**src/rtl/uart_rx_pkg.sv**
```systemverilog
package uart_rx_pkg;
  typedef enum logic [2:0] {
    RX_IDLE, RX_START, RX_DATA, RX_PAR, RX_STOP
  } rx_state_e;

  typedef enum logic [1:0] {
    PAR_NONE = 2'b00,
    PAR_EVEN = 2'b01,
    PAR_ODD  = 2'b10,
    PAR_RSVD = 2'b11
  } par_mode_e;

  localparam int unsigned FLAG_FRAME = 0;
  localparam int unsigned FLAG_PAR   = 1;
  localparam int unsigned FLAG_OVR   = 2;
  localparam int unsigned NUM_FLAGS  = 3;
endpackage

```
**src/rtl/uart_rx_sampler.sv**
```systemverilog
module uart_rx_sampler
  import uart_rx_pkg::*;
#(
  parameter int unsigned DATA_W = 8,
  parameter int unsigned OSR    = 16
) (
  input  logic              clk_i,
  input  logic              rst_ni,
  input  logic              tick_i,
  input  logic              rxd_i,
  input  logic [1:0]        par_mode_i,
  output logic              done_o,
  output logic [DATA_W-1:0] data_o,
  output logic              frame_err_o,
  output logic              par_err_o
);
  localparam int unsigned CW = $clog2(OSR);
  localparam int unsigned BW = (DATA_W > 1) ? $clog2(DATA_W) : 1;
  localparam logic [CW-1:0] MID  = CW'(OSR / 2 - 1);
  localparam logic [CW-1:0] LAST = CW'(OSR - 1);
  localparam logic [BW-1:0] LAST_BIT = BW'(DATA_W - 1);

  rx_state_e         state_q;
  par_mode_e         mode_q;
  logic [CW-1:0]     cnt_q;
  logic [BW-1:0]     bit_q;
  logic [DATA_W-1:0] shreg_q;
  logic              par_bit_q;
  logic              par_en, exp_par;

  assign par_en  = (mode_q == PAR_EVEN) || (mode_q == PAR_ODD);
  assign exp_par = (mode_q == PAR_ODD) ? ~^shreg_q : ^shreg_q;

  always_ff @(posedge clk_i or negedge rst_ni) begin
    if (!rst_ni) begin
      state_q     <= RX_IDLE;
      mode_q      <= PAR_NONE;
      cnt_q       <= '0;
      bit_q       <= '0;
      shreg_q     <= '0;
      par_bit_q   <= 1'b0;
      done_o      <= 1'b0;
      data_o      <= '0;
      frame_err_o <= 1'b0;
      par_err_o   <= 1'b0;
    end else begin
      done_o <= 1'b0;
      if (tick_i) begin
        unique case (state_q)
          RX_IDLE: begin
            if (!rxd_i) begin
              state_q <= RX_START;
              cnt_q   <= '0;
              mode_q  <= par_mode_e'(par_mode_i);
            end
          end
          RX_START: begin
            if (cnt_q == MID) begin
              // mid-bit confirm; a short glitch falls back to idle
              cnt_q   <= '0;
              bit_q   <= '0;
              state_q <= rxd_i ? RX_IDLE : RX_DATA;
            end else begin
              cnt_q <= cnt_q + 1'b1;
            end
          end
          RX_DATA: begin
            if (cnt_q == LAST) begin
              cnt_q   <= '0;
              shreg_q <= {rxd_i, shreg_q[DATA_W-1:1]};
              if (bit_q == LAST_BIT) state_q <= par_en ? RX_PAR : RX_STOP;
              else                   bit_q   <= bit_q + 1'b1;
            end else begin
              cnt_q <= cnt_q + 1'b1;
            end
          end
          RX_PAR: begin
            if (cnt_q == LAST) begin
              cnt_q     <= '0;
              par_bit_q <= rxd_i;
              state_q   <= RX_STOP;
            end else begin
              cnt_q <= cnt_q + 1'b1;
            end
          end
          RX_STOP: begin
            if (cnt_q == LAST) begin
              cnt_q       <= '0;
              state_q     <= RX_IDLE;
              done_o      <= 1'b1;
              data_o      <= shreg_q;
              frame_err_o <= !rxd_i;
              par_err_o   <= par_en && (par_bit_q != exp_par);
            end else begin
              cnt_q <= cnt_q + 1'b1;
            end
          end
          default: state_q <= RX_IDLE;
        endcase
      end
    end
  end
endmodule

```
**src/rtl/uart_rx_fifo.sv**
```systemverilog
module uart_rx_fifo #(
  parameter int unsigned W     = 8,
  parameter int unsigned DEPTH = 2
) (
  input  logic         clk_i,
  input  logic         rst_ni,
  input  logic         push_i,
  input  logic [W-1:0] data_i,
  input  logic         pop_i,
  output logic         space_o,
  output logic [W-1:0] data_o,
  output logic         empty_o
);
  localparam int unsigned PW = (DEPTH > 1) ? $clog2(DEPTH) : 1;
  localparam int unsigned CNTW = $clog2(DEPTH + 1);
  localparam logic [PW-1:0] LAST_PTR = PW'(DEPTH - 1);

  logic [W-1:0]    mem_q [DEPTH];
  logic [PW-1:0]   wr_q, rd_q;
  logic [CNTW-1:0] cnt_q;
  logic            do_pop, do_push, full;

  assign empty_o = (cnt_q == '0);
  assign full    = (cnt_q == CNTW'(DEPTH));
  assign do_pop  = pop_i && !empty_o;
  assign space_o = !full || do_pop;
  assign do_push = push_i && space_o;
  assign data_o  = mem_q[rd_q];

  always_ff @(posedge clk_i or negedge rst_ni) begin
    if (!rst_ni) begin
      wr_q  <= '0;
      rd_q  <= '0;
      cnt_q <= '0;
      for (int i = 0; i < int'(DEPTH); i++) mem_q[i] <= '0;
    end else begin
      if (do_push) begin
        mem_q[wr_q] <= data_i;
        wr_q        <= (wr_q == LAST_PTR) ? '0 : wr_q + 1'b1;
      end
      if (do_pop) rd_q <= (rd_q == LAST_PTR) ? '0 : rd_q + 1'b1;
      unique case ({do_push, do_pop})
        2'b10:   cnt_q <= cnt_q + 1'b1;
        2'b01:   cnt_q <= cnt_q - 1'b1;
        default: cnt_q <= cnt_q;
      endcase
    end
  end
endmodule

```
**src/rtl/uart_rx_flags.sv**
```systemverilog
module uart_rx_flags
  import uart_rx_pkg::*;
(
  input  logic                 clk_i,
  input  logic                 rst_ni,
  input  logic [NUM_FLAGS-1:0] set_i,
  input  logic [NUM_FLAGS-1:0] clr_i,
  input  logic                 ready_i,
  input  logic [NUM_FLAGS:0]   ie_i,
  input  logic                 gie_i,
  output logic [NUM_FLAGS-1:0] flag_o,
  output logic                 irq_o
);
  always_ff @(posedge clk_i or negedge rst_ni) begin
    if (!rst_ni) flag_o <= '0;
    else         flag_o <= (flag_o & ~clr_i) | set_i;  // set beats clear
  end

  assign irq_o = gie_i && |(ie_i & {flag_o, ready_i});
endmodule

```
**src/rtl/uart_rx_err.sv**
```systemverilog
module uart_rx_err
  import uart_rx_pkg::*;
#(
  parameter int unsigned DATA_W      = 8,
  parameter int unsigned FIFO_DEPTH  = 2,
  parameter int unsigned OSR         = 16,
  parameter int unsigned SYNC_STAGES = 2
) (
  input  logic              clk_i,
  input  logic              rst_ni,
  input  logic              tick_i,
  input  logic              rxd_i,
  input  logic [1:0]        par_mode_i,
  input  logic              rd_i,
  output logic [DATA_W-1:0] rd_data_o,
  output logic              rx_ready_o,
  output logic              err_frame_o,
  output logic              err_par_o,
  output logic              err_ovr_o,
  input  logic [2:0]        clr_i,
  input  logic [3:0]        ie_i,
  input  logic              gie_i,
  output logic              irq_o
);
  logic [SYNC_STAGES-1:0] sync_q;
  logic              rxd_s;
  logic              char_done, char_fe, char_pe, push_ok, fifo_empty;
  logic [DATA_W-1:0] char_data;
  logic [NUM_FLAGS-1:0] flag_set, flags;

  always_ff @(posedge clk_i or negedge rst_ni) begin
    if (!rst_ni) sync_q <= '1;
    else         sync_q <= {sync_q[SYNC_STAGES-2:0], rxd_i};
  end
  assign rxd_s = sync_q[SYNC_STAGES-1];

  uart_rx_sampler #(.DATA_W(DATA_W), .OSR(OSR)) u_sampler (
    .clk_i, .rst_ni, .tick_i,
    .rxd_i       (rxd_s),
    .par_mode_i,
    .done_o      (char_done),
    .data_o      (char_data),
    .frame_err_o (char_fe),
    .par_err_o   (char_pe)
  );

  uart_rx_fifo #(.W(DATA_W), .DEPTH(FIFO_DEPTH)) u_fifo (
    .clk_i, .rst_ni,
    .push_i  (char_done),
    .data_i  (char_data),
    .pop_i   (rd_i),
    .space_o (push_ok),
    .data_o  (rd_data_o),
    .empty_o (fifo_empty)
  );

  assign rx_ready_o = !fifo_empty;

  always_comb begin
    flag_set             = '0;
    flag_set[FLAG_FRAME] = char_done && char_fe;
    flag_set[FLAG_PAR]   = char_done && char_pe;
    flag_set[FLAG_OVR]   = char_done && !push_ok;
  end

  uart_rx_flags u_flags (
    .clk_i, .rst_ni,
    .set_i   (flag_set),
    .clr_i,
    .ready_i (rx_ready_o),
    .ie_i,
    .gie_i,
    .flag_o  (flags),
    .irq_o
  );

  assign err_frame_o = flags[FLAG_FRAME];
  assign err_par_o   = flags[FLAG_PAR];
  assign err_ovr_o   = flags[FLAG_OVR];
endmodule

```
**config.mk**
```make
export PLATFORM = sky130hd
export DESIGN_NAME = uart_rx_err
export DESIGN_NICKNAME = d
export VERILOG_FILES = /design/src/rtl/uart_rx_pkg.sv /design/src/rtl/uart_rx_sampler.sv /design/src/rtl/uart_rx_fifo.sv /design/src/rtl/uart_rx_flags.sv /design/src/rtl/uart_rx_err.sv
export SDC_FILE = /design/constraint.sdc
export NUM_CORES = 1
export LEC_CHECK = 0
export BUFFER_PORTS_ARGS = -buffer_cell sky130_fd_sc_hd__buf_2
export CAP_MARGIN = 20
export CORE_MARGIN = 10
export CORE_UTILIZATION = 60
export CTS_CLUSTER_SIZE = 28
export DETAILED_ROUTE_END_ITERATION = 10
export PLACE_DENSITY = 0.81
export SYNTH_ARGS = -nofsm -noshare
export SYNTH_HDL_FRONTEND = slang
export SYNTH_SLANG_ARGS = --single-unit
export TNS_END_PERCENT = 1
```
**constraint.sdc**
```tcl
create_clock -name clk_i -period 2.8 [get_ports clk_i]
set_clock_uncertainty 0.2 [all_clocks]
set_input_delay 0.84 -clock clk_i [delete_from_list [all_inputs] [get_ports clk_i]]
set_output_delay 0.84 -clock clk_i [all_outputs]
set_load 0.02 [all_outputs]
```
==> results of run 1 <==
==> metal layers <==
| metal | wire, microns | track usage, % |
|---|---|---|
| met3 | 289 | 6.29 |
| met5 | 0 | 0 |
| met1 | 2130 | 15.7 |
| met2 | 2150 | 20.8 |
| met4 | 68 | 6.48 |
==> cell families (layout without fill, tap and decap cells) <==
family,Yosys count,after routing
compound gates,25,25
xor+xnor,13,13
simple gates,75,75
fa+ha+maj,5,5
mux,37,37
flops,57,57
buf+inv,14,54
==> state kept, by name (all words and copies together), names as in the netlist <==
| register | cells |
|---|---|
| u_sampler.done_o | 1 |
| u_fifo.cnt_q | 2 |
| u_sampler.state_q | 3 |
| u_sampler.frame_err_o | 1 |
| u_sampler.par_err_o | 1 |
| u_sampler.data_o | 8 |
| u_sampler.cnt_q | 4 |
| u_sampler.mode_q | 2 |
| u_sampler.shreg_q | 8 |
| u_fifo.rd_q | 1 |
| u_flags.flag_o | 3 |
| u_sampler.par_bit_q | 1 |
| sync_q | 2 |
| u_fifo.wr_q | 1 |
| u_sampler.bit_q | 3 |
| u_fifo.mem_q | 16 |
==> layout by cell type (no fill, tap or decap), types with 4 or more instances in the layout <==
cell	count
ha_1	5
o21ai_0	5
nor3b_1	4
buf_2	27
o21ai_1	4
clkbuf_8	9
inv_1	7
mux2_2	37
dfrtp_1	55
nand2_1	41
nand2b_1	5
xnor2_1	9
nor2_1	5
bufinv_16	4
==> through the flow <==
step	std cells	util (%)
finish	318	72.0
floorplan	226	-
global route	318	72.0
CTS	318	72.0
global placement	302	65.8
detailed placement	302	65.8
==> power groups by stage <==
| stage | Clock (W) | Combinational, W | Sequential, W |
|---|---|---|---|
| after floorplan | 0 | 0.000586 | 0.00104 |
| after global placement | 0 | 0.000630 | 0.00111 |
| after detailed placement | 0 | 0.000652 | 0.00112 |
| after CTS | 0.00103 | 0.000658 | 0.00111 |
| after global routing | 0.00107 | 0.000723 | 0.00113 |
| final | 0.00101 | 0.000648 | 0.00111 |
==> area by class of cell <==
type	instances	area, sq um
clock buffers	9	124
flip-flops and latches	57	1430
repair buffers	30	158
inverters	8	30.0
clock inverters	7	143
multi-input cells	155	1140
well taps	52	65.1
fillers	304	1200
==> critical path, cell delays in order <==
cell      delay (ps)
buf_2             90
a222oi_1         300
a21boi_0         120
buf_2            180
==> path summary, 6_finish.rpt <==
check | startpoint | endpoint | slack, ps
worst max-delay path | ie_i[1] | irq_o | 220
worst min register to register | sync_q[0] | sync_q[1] | 160
max in group asynchronous | rst_ni | sync_q[1] | 1720
min in group clk_i | sync_q[0] | sync_q[1] | 160
worst min-delay path | rst_ni | u_flags.flag_o[2] | 90
worst max register to register | u_sampler.bit_q[0] | u_sampler.bit_q[0] | 800
==> metrics.md, run 1 <==
| Metric | Value |
|---|---|
| Share of the synthesized area in the top cell type | 52.2% |
| Cell taking the most area after synthesis | dfrtp_1 |
| Simple-Gate Fraction of Synth Area | 13.7% |
| Layout cell share with drive strength beyond 1 | 33.5% |
| Largest family of logic cells by synthesized area | multiplexers |
| Synth cell count leaders | dfrtp_1, nand2_1, mux2_2 |
| Fin area | 0.00309 sq mm |
| Peak supply drop | 0.764 mV |
| Initial drt markers | 71 |
| Total CTS buffers | 9 |
| Postcts setup bufs | 0 |
| Starting Density | 61.4% |
| Pins Over Slew Limit | 0 |
| Die area | 0.00745 sq mm |
| Worst setup margin | 223 ps |
| Period minus WS final | 2580 ps |
| Global Route Usage Sum | 13.5% |
| Routed vias/inst | 5.39 |
| CP endpoint kind | output pin |
| Final period util | 92.0% |
| Worst hold margin | 85.8 ps |
| Static leakage | 1.58 nW |
| Sequential area share after synthesis | 54.2% |
| Achievable frequency | 388 MHz |
| PD cells | 894 mW/mm^2 |
| Syn_nets | 246 |
| Worst-margin pin slew | 477 ps |
| Mapped Cells | 226 |
| Compound-gate portion of the synthesized area | 6.64% |
| Wire per inst | 14.6 microns |
| Post-Synth Adder-Cell Area | 2.37% |
| First-pass GRT wire length | 7.98 mm |
| Async set-reset flop share out of synthesis | 100% |
| Post-route DRC | 0 |
| Number of synthesized flops with an enable pin | 0 |
| Final Hold Fails | 0 |
| Yosys reg bits | 57 |
| Total number of vias | 1,714 |
| Post-Syn Area | 0.00264 sq mm |
| Worst-skew pair later-pin latency | 330 ps |
| Root buffer cell | clkbuf_8 |
| # diodes | 0 |
| Largest cells by area after synthesis | dfrtp_1, mux2_2, nand2_1 |
| Count leader, synth | dfrtp_1 |
| Unrepaired setup endpoints after global routing | false |
| Layout net count | 281 |
| Clk pwr share | 36.5% |
| Vias in the first global route | 1,740 |
| Setup TNS | 0 ps |
| Post-cts resize count | 0 |
| Warning count from the yosys run | 0 |
| DRT antenna net count | 0 |
| Post-Synth XOR/XNOR Area | 4.84% |
| Max-Slew Margin vs Limit | 68.2% |
| I/O Buffers | 27 |
| Die height | 86.3 microns |
| Total gr overflow | 0 |
| Avg Synthesized Cell Area | 11.7 sq um |
| TritonRoute pass-1 iters | 4 |
| Main synth FF type | dfrtp_1 |
| Pre-CTS WS | 212 ps |
| Switch share | 28.2% |
| Ports | 28 |
| Multiplexer share of the synthesized area | 15.8% |
| Overall power | 0.00276 W |
| Placed standard-cell area | 0.00283 sq mm |
| Initial antenna violation count | 0 |
| Critical Path RT | 1760 ps |
| Sequential Power Share | 40.0% |
| CTS max path bufs | 2 |
| Min-Delay Path Class | primary input to asynchronous set/reset pin |
| Hold buffers post-CTS | 0 |
| Critical path class | primary input to output pin |
| H-tree levels | 3 |
| Switching Power | 0.000780 W |
| Placer Congestion | 0.758 |
| CP Launch Type | primary input |
| CTS tree | built |
| Worst reg2reg path depth | 6 |
| Clock slew seen by the registers of the worst setup and hold paths | 60 ps |
| Final WL | 4.63 mm |
| Clock sink count | 57 |
| Area grow syn2layout | 17.3% |
| Yosys cell types | 41 |
| Critical path data arrival time | 1540 ps |
| Row cnt | 24 |
| # setup viols final | 0 |
| Core area | 0.00429 sq mm |
| HPWL after DPL | 3.32 mm |
| Gate power share | 23.4% |
| Max Fanout on Critical Path | 1 |
| Largest net degree at the start of global routing | 31 |
| Outcome | finished clean |
| Internal | 0.00198 W |
| Max-Cap Viols | 0 |
| Die Wd | 86.3 microns |
No activity file was read; power rests on OpenSTA's default activity.
==> run 2, diff against run 1 <==
--- a/config.mk
+++ b/config.mk
@@ -14,5 +14,6 @@
 export PLACE_DENSITY = 0.81
 export SYNTH_ARGS = -nofsm -noshare
 export SYNTH_HDL_FRONTEND = slang
+export SYNTH_HIERARCHICAL = 1
 export SYNTH_SLANG_ARGS = --single-unit
 export TNS_END_PERCENT = 1
==> constraint.sdc (replaced) <==
create_clock -name clk_i -period 2.8 [get_ports clk_i]
set_clock_uncertainty 0.2 [all_clocks]
set_input_delay 0.84 -clock clk_i [delete_from_list [all_inputs] [get_ports clk_i]]
set_output_delay 0.84 -clock clk_i [all_outputs]
set_load 0.05 [all_outputs]
==> metrics.md, run 2 <==
| Metric | Value |
|---|---|
| Outcome | finished clean |
| Post-route DRC | 0 (unchanged) |
| HPWL after DPL | 3.34 mm (+0.79%) |
| CP endpoint kind | output pin |
| Hold buffers post-CTS | 0 (unchanged) |
| CP Launch Type | register |
| Max reg flops | 16 (unchanged) |
| Die Wd | 88.2 microns (+2.3%) |
| Achievable frequency | 391 MHz (+0.86%) |
| Worst-margin pin slew | 553 ps (+76.5 ps) |
| FF+latch area | 0.00143 sq mm (unchanged) |
| Layout net count | 264 (-6.0%) |
| R2R setup slack | 590 ps (-210 ps) |
| Die height | 88.2 microns (+2.3%) |
| Sequential area share after synthesis | 51.1% (-3.1 points) |
| Yosys cell types | 49 (+20%) |
| Number of fill cells | 317 (+4.3%) |
| Core area | 0.00444 sq mm (+3.5%) |
| Top flop regs | u_fifo/mem_q: 16 flops, u_sampler/data_o: 8 flops, u_sampler/shreg_q: 8 flops |
| Dpl cells | 285 (-5.6%) |
| Root buffer cell | clkbuf_8 |
| Postcts setup bufs | 0 (unchanged) |
| Vias in the first global route | 1,669 (-4.1%) |
| Synth cell count leaders | dfrtp_1, mux2_2, mux2_4 |
| Critical path data arrival time | 1510 ps (-30 ps) |
| Initial drt markers | 70 (-1.4%) |
| Max-Cap Viols | 0 (unchanged) |
| Count leader, synth | dfrtp_1 |
| Setup TNS | 0 ps (unchanged) |
| Row cnt | 24 (unchanged) |
| Total number of vias | 1,685 (-1.7%) |
| CTS tree | built |
| Die area | 0.00779 sq mm (+4.6%) |
| TritonRoute pass-1 iters | 4 (unchanged) |
| Period minus WS final | 2550 ps (-22.1 ps) |
| Worst-skew pair later-pin latency | 330 ps (about the same) |
| Post-Syn Area | 0.00279 sq mm (+6.0%) |
| Routed vias/inst | 5.60 (+3.9%) |
| DRT antenna net count | 0 (unchanged) |
| Largest cells by area after synthesis | dfrtp_1, mux2_4, mux2_2 |
| Area grow syn2layout | 12.4% |
| Slowest cell delay on critical path | 570 ps (+270 ps) |
| Overall power | 0.00228 W (-18%) |
| Most common cell after layout, fill and taps aside | dfrtp_1 |
| Area of the multi-input gates | 0.00127 sq mm (+11%) |
| Total CTS buffers | 9 (unchanged) |
| Cell taking the most area after synthesis | dfrtp_1 |
| PD cells | 725 mW/mm^2 (-19%) |
| Most flops, register | u_fifo/mem_q |
| Peak supply drop | 0.487 mV (-36%) |
| Unrepaired setup endpoints after global routing | false |
| Warning count from the yosys run | 6 (+6) |
| I/O Buffers | 27 (unchanged) |
| Static leakage | 1.62 nW (+2.8%) |
| Most frequent cells in the layout | dfrtp_1, buf_2, mux2_2 |
| Initial antenna violation count | 0 (unchanged) |
| First-pass GRT wire length | 7.78 mm (-2.5%) |
| Yosys reg bits | 57 (unchanged) |
| Critical Path RT | 1760 ps (about the same) |
| # diodes | 0 (unchanged) |
| Syn_nets | 233 (-5.3%) |
| Worst setup margin | 245 ps (+22.1 ps) |
| Number of synthesized flops with an enable pin | 0 (unchanged) |
| Layout cell share with drive strength beyond 1 | 41.0% (+7.5 points) |
| Async set-reset flop share out of synthesis | 100% (unchanged) |
| Pre-CTS WS | 319 ps (+107 ps) |
| H-tree levels | 3 (unchanged) |
| Final Hold Fails | 0 (unchanged) |
| Critical path class | register to output pin |
| Wire per inst | 15.5 microns (+6.4%) |
| Final period util | 91.2% (-0.79 points) |
| Share of the synthesized area in the top cell type | 49.3% (-2.9 points) |
| Final WL | 4.67 mm (+0.71%) |
| Hold Path Cell Cnt | 0 |
| Fin cells | 301 (-5.3%) |
| Core Util, Final | 70.7% (-1.3 points) |
| Crit-path cells | mux2_2 > buf_2 |
| Placer Congestion | 0.813 (+7.2%) |
| Mapped Cells | 213 (-5.8%) |
| Largest net degree at the start of global routing | 58 (+87%) |
| Crit-path slowest cell | dfrtp_1 |
| Avg Synthesized Cell Area | 13.1 sq um (+12%) |
| Total gr overflow | 0 (unchanged) |
| Max Fanout on Critical Path | 9 (+8) |
| Post-cts resize count | 0 (unchanged) |
| Main synth FF type | dfrtp_1 |
| Global Route Usage Sum | 13.1% (-0.40 points) |
| Max-Slew Margin vs Limit | 63.1% (-5.1 points) |
| Clock slew seen by the registers of the worst setup and hold paths | 60 ps (about the same) |
| CTS max path bufs | 2 (unchanged) |
| Min-Delay Path Class | register to register |
| Pins Over Slew Limit | 0 (unchanged) |
| Worst reg2reg path depth | 6 (unchanged) |
| Ports | 28 (unchanged) |
| # setup viols final | 0 (unchanged) |
| Starting Density | 62.9% (+1.5 points) |
| Clock sink count | 57 (unchanged) |
[run 2: path summary, 6_finish.rpt]
kind / start / to
max: u_fifo/rd_q / rd_data_o[3]
min: sync_q[0] / sync_q[1]
max reg2reg: u_sampler/bit_q[0] / u_sampler/bit_q[0]
min reg2reg: sync_q[0] / sync_q[1]
max in group asynchronous: rst_ni / sync_q[1]
min in group asynchronous: rst_ni / u_fifo/cnt_q[0]
[run 2: power breakdown]
group	total (W)	internal, W	switching [W]
sequential	0.00106	0.000912	0.000152
clock	0.000678	0.000363	0.000315
combinational	0.000534	0.000268	0.000266
[run 2: logic make-up (layout without fill, tap and decap cells)]
group,Yosys count,after routing,share of synthesized area [%]
muxes,48,48,22.1
DFF,57,57,51.1
buffers and inverters,18,54,3.54
adders and majority gates,5,5,2.24
xor gates and xnor gates,14,14,4.88
and+or+nand+nor,48,48,10.3
AOI/OAI and AO/OA,23,23,5.78
[run 2: routing by layer]
metal	wire length, microns	GRT usage [%]
met1	2030	15.0
met2	2300	21.0
met3	241	4.60
met4	98	7.49
met5	0	0
[run 2: stage by stage]
| stage | hold slack [ps] | instance area, sq um |
|---|---|---|
| 6_report | 161 | 3140 |
| 5_1_grt | 160 | 3140 |
| 4_1_cts | 162 | 3140 |
| 3_5_place_dp | 153 | 2960 |
| 3_3_place_gp | 146 | 2960 |
| 2_1_floorplan | 145 | 2790 |
[run 2: layout make-up]
class | instances | share of cell area [%]
repair buffers | 30 | 5.42
well taps | 52 | 2.07
clock buffers | 11 | 4.82
flip-flops and latches | 57 | 45.5
clock inverters | 5 | 0.956
inverters | 8 | 0.956
multi-input cells | 138 | 40.3
[run 2: critical path: cells and delay by family (launching register included)]
family / cells / cell delay [ps]
buffers and inverters: 1 / 210
flip-flops: 1 / 570
multiplexers: 1 / 390
